## src/rtl/irq_master_pkg.sv

```systemverilog
package irq_master_pkg;

  localparam int MW      = 32;
  localparam int NGRP    = 11;
  localparam int EN_BIT  = 31;
  localparam int GRP_IDW = 4;

  typedef enum logic [1:0] {
    SEL_NONE = 2'd0,
    SEL_LO   = 2'd1,
    SEL_HI   = 2'd2,
    SEL_ALL  = 2'd3
  } field_sel_e;

  typedef struct packed {
    field_sel_e           sel;
    logic [GRP_IDW-1:0]   grp;
  } route_t;

  // Which child group and which sub-field feeds a given master status bit.
  function automatic route_t route_of(input int bitpos);
    route_t r;
    r.sel = SEL_NONE;
    r.grp = '0;
    case (bitpos)
      0:  begin r.sel = SEL_LO;  r.grp = 4'd0;  end
      1:  begin r.sel = SEL_HI;  r.grp = 4'd0;  end
      2:  begin r.sel = SEL_LO;  r.grp = 4'd1;  end
      3:  begin r.sel = SEL_HI;  r.grp = 4'd1;  end
      4:  begin r.sel = SEL_LO;  r.grp = 4'd2;  end
      6:  begin r.sel = SEL_LO;  r.grp = 4'd3;  end
      16: begin r.sel = SEL_ALL; r.grp = 4'd4;  end
      17: begin r.sel = SEL_ALL; r.grp = 4'd5;  end
      18: begin r.sel = SEL_ALL; r.grp = 4'd6;  end
      20: begin r.sel = SEL_ALL; r.grp = 4'd7;  end
      22: begin r.sel = SEL_ALL; r.grp = 4'd8;  end
      23: begin r.sel = SEL_ALL; r.grp = 4'd9;  end
      30: begin r.sel = SEL_ALL; r.grp = 4'd10; end
      default: ;
    endcase
    return r;
  endfunction

endpackage

```

## src/rtl/irq_mirror.sv

```systemverilog
module irq_mirror
  import irq_master_pkg::*;
#(
  parameter int W    = MW,
  parameter int NG   = NGRP
) (
  input  logic            clk,
  input  logic            rst,
  input  logic [NG*W-1:0] grp_pend_i,
  output logic [W-2:0]    sum_q
);

  localparam int HALF = W / 2;
  localparam int SW   = W - 1;

  logic [SW-1:0] sum_d;

  for (genvar b = 0; b < SW; b++) begin : g_bit
    localparam route_t RT = route_of(b);
    localparam int     GB = int'(RT.grp) * W;
    if (RT.sel == SEL_LO) begin : g_lo
      assign sum_d[b] = |grp_pend_i[GB +: HALF];
    end else if (RT.sel == SEL_HI) begin : g_hi
      assign sum_d[b] = |grp_pend_i[GB+HALF +: HALF];
    end else if (RT.sel == SEL_ALL) begin : g_all
      assign sum_d[b] = |grp_pend_i[GB +: W];
    end else begin : g_none
      assign sum_d[b] = 1'b0;
    end
  end

  always_ff @(posedge clk) begin
    if (rst) sum_q <= '0;
    else     sum_q <= sum_d;
  end

endmodule

```

## src/rtl/irq_enable_reg.sv

```systemverilog
module irq_enable_reg #(
  parameter int W      = 32,
  parameter int EN_POS = 31
) (
  input  logic         clk,
  input  logic         rst,
  input  logic         wr_en_i,
  input  logic [W-1:0] wr_data_i,
  input  logic         rescan_i,
  output logic         en_q,
  output logic         eval_q
);

  always_ff @(posedge clk) begin
    if (rst) begin
      en_q   <= 1'b0;
      eval_q <= 1'b0;
    end else begin
      if (wr_en_i) en_q <= wr_data_i[EN_POS];
      eval_q <= wr_en_i | rescan_i;
    end
  end

endmodule

```

## src/rtl/irq_trig.sv

```systemverilog
module irq_trig #(
  parameter int SW    = 31,
  parameter int CTRLW = 16
) (
  input  logic             clk,
  input  logic             rst,
  input  logic [SW-1:0]    sum_i,
  input  logic             en_i,
  input  logic             eval_i,
  input  logic [CTRLW-1:0] msi_ctrl_i,
  input  logic             attached_i,
  output logic             trig_o
);

  localparam logic [CTRLW-1:0] CTRL_OK = CTRLW'(1);

  logic core;
  logic core_q;
  logic gate;

  assign core = en_i & (|sum_i);
  assign gate = (msi_ctrl_i == CTRL_OK) & attached_i;

  always_ff @(posedge clk) begin
    if (rst) begin
      core_q <= 1'b0;
      trig_o <= 1'b0;
    end else begin
      core_q <= core;
      trig_o <= core & gate & (~core_q | eval_i);
    end
  end

endmodule

```

## src/rtl/irq_master_agg.sv

```systemverilog
module irq_master_agg
  import irq_master_pkg::*;
#(
  parameter int W     = MW,
  parameter int NG    = NGRP,
  parameter int CTRLW = 16
) (
  input  logic            clk,
  input  logic            rst,
  input  logic [NG*W-1:0] grp_pend_i,
  input  logic            wr_en_i,
  input  logic [W-1:0]    wr_data_i,
  input  logic            rescan_i,
  input  logic [CTRLW-1:0] msi_ctrl_i,
  input  logic            attached_i,
  output logic [W-1:0]    master_o,
  output logic            trig_o
);

  localparam int SW = W - 1;

  logic [SW-1:0] sum_q;
  logic          en_q;
  logic          eval_q;

  irq_mirror #(.W(W), .NG(NG)) u_mirror (
    .clk        (clk),
    .rst        (rst),
    .grp_pend_i (grp_pend_i),
    .sum_q      (sum_q)
  );

  irq_enable_reg #(.W(W), .EN_POS(W-1)) u_en (
    .clk       (clk),
    .rst       (rst),
    .wr_en_i   (wr_en_i),
    .wr_data_i (wr_data_i),
    .rescan_i  (rescan_i),
    .en_q      (en_q),
    .eval_q    (eval_q)
  );

  irq_trig #(.SW(SW), .CTRLW(CTRLW)) u_trig (
    .clk        (clk),
    .rst        (rst),
    .sum_i      (sum_q),
    .en_i       (en_q),
    .eval_i     (eval_q),
    .msi_ctrl_i (msi_ctrl_i),
    .attached_i (attached_i),
    .trig_o     (trig_o)
  );

  assign master_o = {en_q, sum_q};

endmodule

```

## config.mk

```make
export PLATFORM = sky130hd
export DESIGN_NAME = irq_master_agg
export DESIGN_NICKNAME = d
export VERILOG_FILES = /design/src/rtl/irq_master_pkg.sv /design/src/rtl/irq_mirror.sv /design/src/rtl/irq_enable_reg.sv /design/src/rtl/irq_trig.sv /design/src/rtl/irq_master_agg.sv
export SDC_FILE = /design/constraint.sdc
export NUM_CORES = 1
export LEC_CHECK = 0
export ABC_CLOCK_PERIOD_IN_PS = 1780
export BUFFER_PORTS_ARGS = -buffer_cell sky130_fd_sc_hd__buf_2
export CAP_MARGIN = 20
export CORE_AREA = 2 2 171 173
export DETAILED_ROUTE_END_ITERATION = 7
export DIE_AREA = 0 0 173 175
export MAX_ROUTING_LAYER = met4
export PLACE_DENSITY_LB_ADDON = 0.12
export SLEW_MARGIN = 15
export SYNTH_ARGS = -nofsm -noshare
export SYNTH_HDL_FRONTEND = slang
export SYNTH_SLANG_ARGS = --single-unit
```

## constraint.sdc

```tcl
create_clock -name clk -period 1.78 [get_ports clk]
set_input_delay 0 -clock clk [delete_from_list [all_inputs] [get_ports clk]]
set_output_delay 0 -clock clk [all_outputs]
set_load 0.1 [all_outputs]
```

# Word level (Yosys, flattened, before mapping)
# Cells that the tools add are included.
[word_totals]
ff_bits = 35
latchBits = 0
ramBits = 0
romBits = 0
out_inout_bits = 33
wordCells = 28
n_memories = 0
[op_classes]
addsub = 0
n_mul = 0
n_div = 0
n_lt_le_gt_ge = 0
eq_ne = 1
n_shift = 0
n_mux = 0
bitwise_logic = 7
n_reduce_logical = 14
[ops]
columns = ["cell", "n"]
rows = [
  ["$reduce_or A32 Y1", 7],
  ["$reduce_or A16 Y1", 6],
  ["$reduce_or A31 Y1", 1],
  ["$eq A16 B1 Y1 const B", 1],
  ["$and A1 B1 Y1", 4],
  ["$or A1 B1 Y1", 2],
  ["$not A1 Y1", 1],
]

# Depth between registers and ports, before layout
[logic_depth]
ltp_word = 4
ltp_mapped = 4

# Hierarchy
# Synthesis repeated with hierarchy kept, for this count alone.
[unflattened]
hier_cells = 170
area_unflattened_um2 = 1375.1
[modules_own_cells]
columns = ["mod", "n_inst", "cells_each", "area_each_um2"]
rows = [
  ["irq_mirror", 1, 140, 1113.6],
  ["irq_trig", 1, 23, 192.7],
  ["irq_enable_reg", 1, 6, 61.3],
  ["irq_master_agg", 1, 1, 7.5],
]

# Least setup slack after synthesis
# OpenSTA, ideal clock, no wires.
[synth_path]
kind = "reg2reg"
start = "register u_mirror.sum_q[3]"
end = "register u_trig.trig_o"
setup_ps = 116
arrival_ps = 1666
setup_slack_ps = -3
stages_incl_launch_ff = 5
n_path_buf = 0
cell_sequence = "dfxtp_1 or4_1 nor3_1 a311oi_1 and4_1"
[synth_between]
elab_chain_len = 4
[synth_rtl]
columns = ["element", "line", "text"]
rows = [
  ["start, declared", "irq_mirror.sv:10", "output logic [W-2:0] sum_q"],
  ["start signal, assigned", "irq_mirror.sv:34", "else sum_q <= sum_d;"],
  ["$reduce_or A31 Y1", "irq_trig.sv:21", "assign core = en_i & (|sum_i);"],
  ["$and A1 B1 Y1", "irq_trig.sv:21", ""],
  ["$and A1 B1 Y1 (2 in series)", "irq_trig.sv:30", "trig_o <= core & gate & (~core_q | eval_i);"],
  ["end signal, assigned", "irq_trig.sv:30", ""],
  ["end, declared", "irq_trig.sv:12", "output logic trig_o"],
]
# No other way between the ends.
# A chain may end at the register's enable or synchronous reset.

# Final worst setup path
# Same ends and word-level chain as after synthesis.

==> flow_summary_export.csv <==
group,metric,value,unit
status,outcome,"complete, no violations",
timing,hold_viol,0,
clock_tree,ctsHoldBuffers,3,
placement,place_ws,0.221,ns
timing,fin_skew,0.00444,ns
logic_synthesis,yosysWarningCount,0,
worst_hold_path,hold_class,"in -> reg",
global_routing,grt_pass1_vias,3119,
critical_path,reg2reg_to,"u_trig.trig_o",
logic_synthesis,synth.mux.area_fraction,0.00771,
route,drtIter0Drc,36,
route,wl,11600,um
timing,min_period,1.52,ns
layout,layout-drive-gt1-share,0.681,
placement,hpwl,10900,um
route,final_antenna_net_count,0,
clock_tree,cts_resized,0,
logic_synthesis,syn_area,0.00130,sq mm
route,wire_per_inst,12.7,um
die,die_w,173,um
timing,setup_tns,0,ns
layout,stdcell_count,915,
critical_path,rrSetupSlack,0.26,ns
placement,gp_congestion,0.721,
critical_path,path_buf_inv,0,
power_and_ir_drop,pwr_density_cell,458,mW/mm^2
logic_synthesis,synth_ff_type,"dfxtp_1",
logic_synthesis,synth.most_common_cell,"nor4_1",
timing,final_max_slew_viol_count,0,
critical_path,r2r-start,"u_mirror.sum_q[3]",
critical_path,arrival,1.67,ns
route,vias_per_cell,3.14,
layout,final_nets,936,
critical_path,cpMaxStageDelayCell,"or4_1",
placement,place_inst,907,
timing,finalSetupViolCount,0,
logic_synthesis,synth_top_family_by_area,"simple AND/OR/NAND/NOR gates",
critical_path,path_delay_family,"simple AND/OR/NAND/NOR gates",
die,io_pins,438,
route,vias,2877,
logic_synthesis,ys_ff_latch,17,
worst_hold_path,min_from,"attached_i",
logic_synthesis,synth_edf_count,0,
critical_path,cp_max_fo,2,
clock_tree,clk_latency,0.25,ns
clock_tree,cts_buffer_depth,2,
global_routing,grt_max_degree,17,
layout,fill_cells,3355,
die,initial_core_util,0.0457,
die,dieArea,0.0303,sq mm
logic_synthesis,synth_area_leaders,"nor4_1 39%, dfxtp_1 26%, buf_4 11%",
die,rows,62,
timing,post-route-period-util,0.854,
global_routing,antenna_found_initial,1,
worst_hold_path,whs_path_depth,2,
layout,area_delta_synth_final,176,%
logic_synthesis,synthCells,171,
logic_synthesis,synth-simple-area-share,0.552,
critical_path,critPathKind,"reg -> reg",
logic_synthesis,synth-xor-area-share,0,
clock_tree,numCtsBuffers,3,
die,core,0.0284,sq mm
layout,fin_util,0.126,
power_and_ir_drop,ir_drop,0.263,mV
clock_tree,postCtsSetupBuffers,0,
critical_path,crit_chain,"or4_1 -> nor3_1 -> a311oi_1 -> and4_1",
global_routing,grt_pass1_wl,16100,um
clock_tree,cts_tree,"built",
logic_synthesis,synth_top_area_cell,"nor4_1",
clock_tree,cts_root_buf,"clkbuf_16",
placement,io_buffers,356,
critical_path,r2r_cells,4,
logic_synthesis,yosys-top-cells-count,"82 x nor4_1, 19 x buf_4, 18 x nor2_1",
critical_path,critPathLaunchType,"flop",
logic_synthesis,ys_seq_area_frac,0.262,
die,die_y,175,um
logic_synthesis,synth_top_area_share,0.395,
clock_tree,h-tree-depth,1,
logic_synthesis,synthDistinctLibCells,17,
critical_path,end_kind,"flop",
timing,whs,0.0144,ns
worst_hold_path,min_to,"u_trig.trig_o",
logic_synthesis,synthAdderAreaFrac,0,
timing,slew_headroom,0.640,
clock_tree,path_clk_slew,0.06,ns
timing,fmax,658,MHz
critical_path,critPathRequiredTime,1.93,ns
critical_path,max_stage_delay,0.54,ns
route,first_pass_iters,4,
timing,rsz0062_at_grt,"no",
power_and_ir_drop,p_leak,1.76,nW
timing,fin_ws,0.260,ns
job,drv_cap,0,
logic_synthesis,synth-compound-area-share,0.0539,
global_routing,grtUsageTotal,0.0720,
clock_tree,numClockSinks,17,
timing,tightest_slew,0.543,ns
global_routing,overflow,0,
logic_synthesis,postSynthAreaPerCell,7.60,sq um
route,drcViolationCount,0,
logic_synthesis,synthArstFlopShare,0,
[report_power, final]
group	internal [mW]	leakage [nW]	switching, mW	total, mW
Combinational	0.306	1.57	0.453	0.759
Clock	0.301	0.0409	0.173	0.475
Sequential	0.400	0.143	0.0104	0.411
Total	1.01	1.76	0.637	1.64
[flip-flops by register name, summed over array words and instances (netlist names)]
register	cells
u_en.eval_q	1
u_trig.trig_o	1
u_en.en_q	1
u_mirror.sum_q	13
u_trig.core_q	1
[stage by stage]
step	instance area, sq um	total power [mW]
2_1_floorplan	1360	0.789
3_3_place_gp	3480	1.19
3_5_place_dp	3480	1.19
4_1_cts	3590	1.69
5_1_grt	3590	1.75
6_report	3590	1.64
[worst register-to-register path, stage by stage, from the launching register on]
cell and delay [ns]:
dfxtp_2 0.31, or4_1 0.54, nor3_1 0.21, a311oi_1 0.16, and4_1 0.20
[kinds of logic after synthesis]
group	after synthesis
buffers and inverters	23
muxes	1
and+or+nand+nor	121
other	1
AOI/OAI and AO/OA	8
DFF	17
[metal layers]
metal  track usage  vias to the layer above  wire length (um)  share of wire
li1              -                     1419                 -              -
met1        0.0602                     1227              3470           0.30
met2         0.156                      223              6830           0.59
met3        0.0176                        8              1180           0.10
met4        0.0138                        0               133          0.011
met5             -                        -                 0              0
[worst max-delay path by stage]
stage	depth (start not counted)	start	endpoint	slack, ns
floorplan	4	u_mirror.sum_q[2]	u_trig.trig_o	0.008
global placement	4	u_mirror.sum_q[3]	u_trig.trig_o	0.30
detailed placement	4	u_mirror.sum_q[3]	u_trig.trig_o	0.22
CTS	4	u_mirror.sum_q[3]	u_trig.trig_o	0.22
global route	4	u_mirror.sum_q[3]	u_trig.trig_o	0.19
finish	4	u_mirror.sum_q[3]	u_trig.trig_o	0.26
[cells in the final DEF, fill, tap and decap left out]
| cell type | count |
|---|---|
| dfxtp_1 | 16 |
| mux2i_1 | 1 |
| nor2_1 | 18 |
| and4_1 | 1 |
| a41oi_1 | 6 |
| diode_2 | 1 |
| dlygate4sd3_1 | 3 |
| dfxtp_2 | 1 |
| nor4_1 | 82 |
| nand4_1 | 14 |
| a311oi_1 | 1 |
| nor3_1 | 2 |
| buf_2 | 356 |
| and3_1 | 1 |
| clkinv_2 | 1 |
| conb_1 | 18 |
| a2111oi_0 | 1 |
| inv_1 | 2 |
| or4_1 | 2 |
| clkbuf_16 | 3 |
| nor4b_1 | 1 |
[area by class of cell]
class | count | area, sq um | share of cell area
Inverter | 2 | 7.51 | 0.00209
Clock inverter | 1 | 5.00 | 0.00139
Clock buffer | 3 | 75.1 | 0.0209
Sequential cell | 17 | 342 | 0.0952
Timing Repair Buffer | 359 | 1810 | 0.505
Multi-Input combinational cell | 148 | 865 | 0.241
Antenna cell | 1 | 2.50 | 0.000697
Tap cell | 384 | 480 | 0.134
Note: power is estimated with default switching activity, not from simulation.
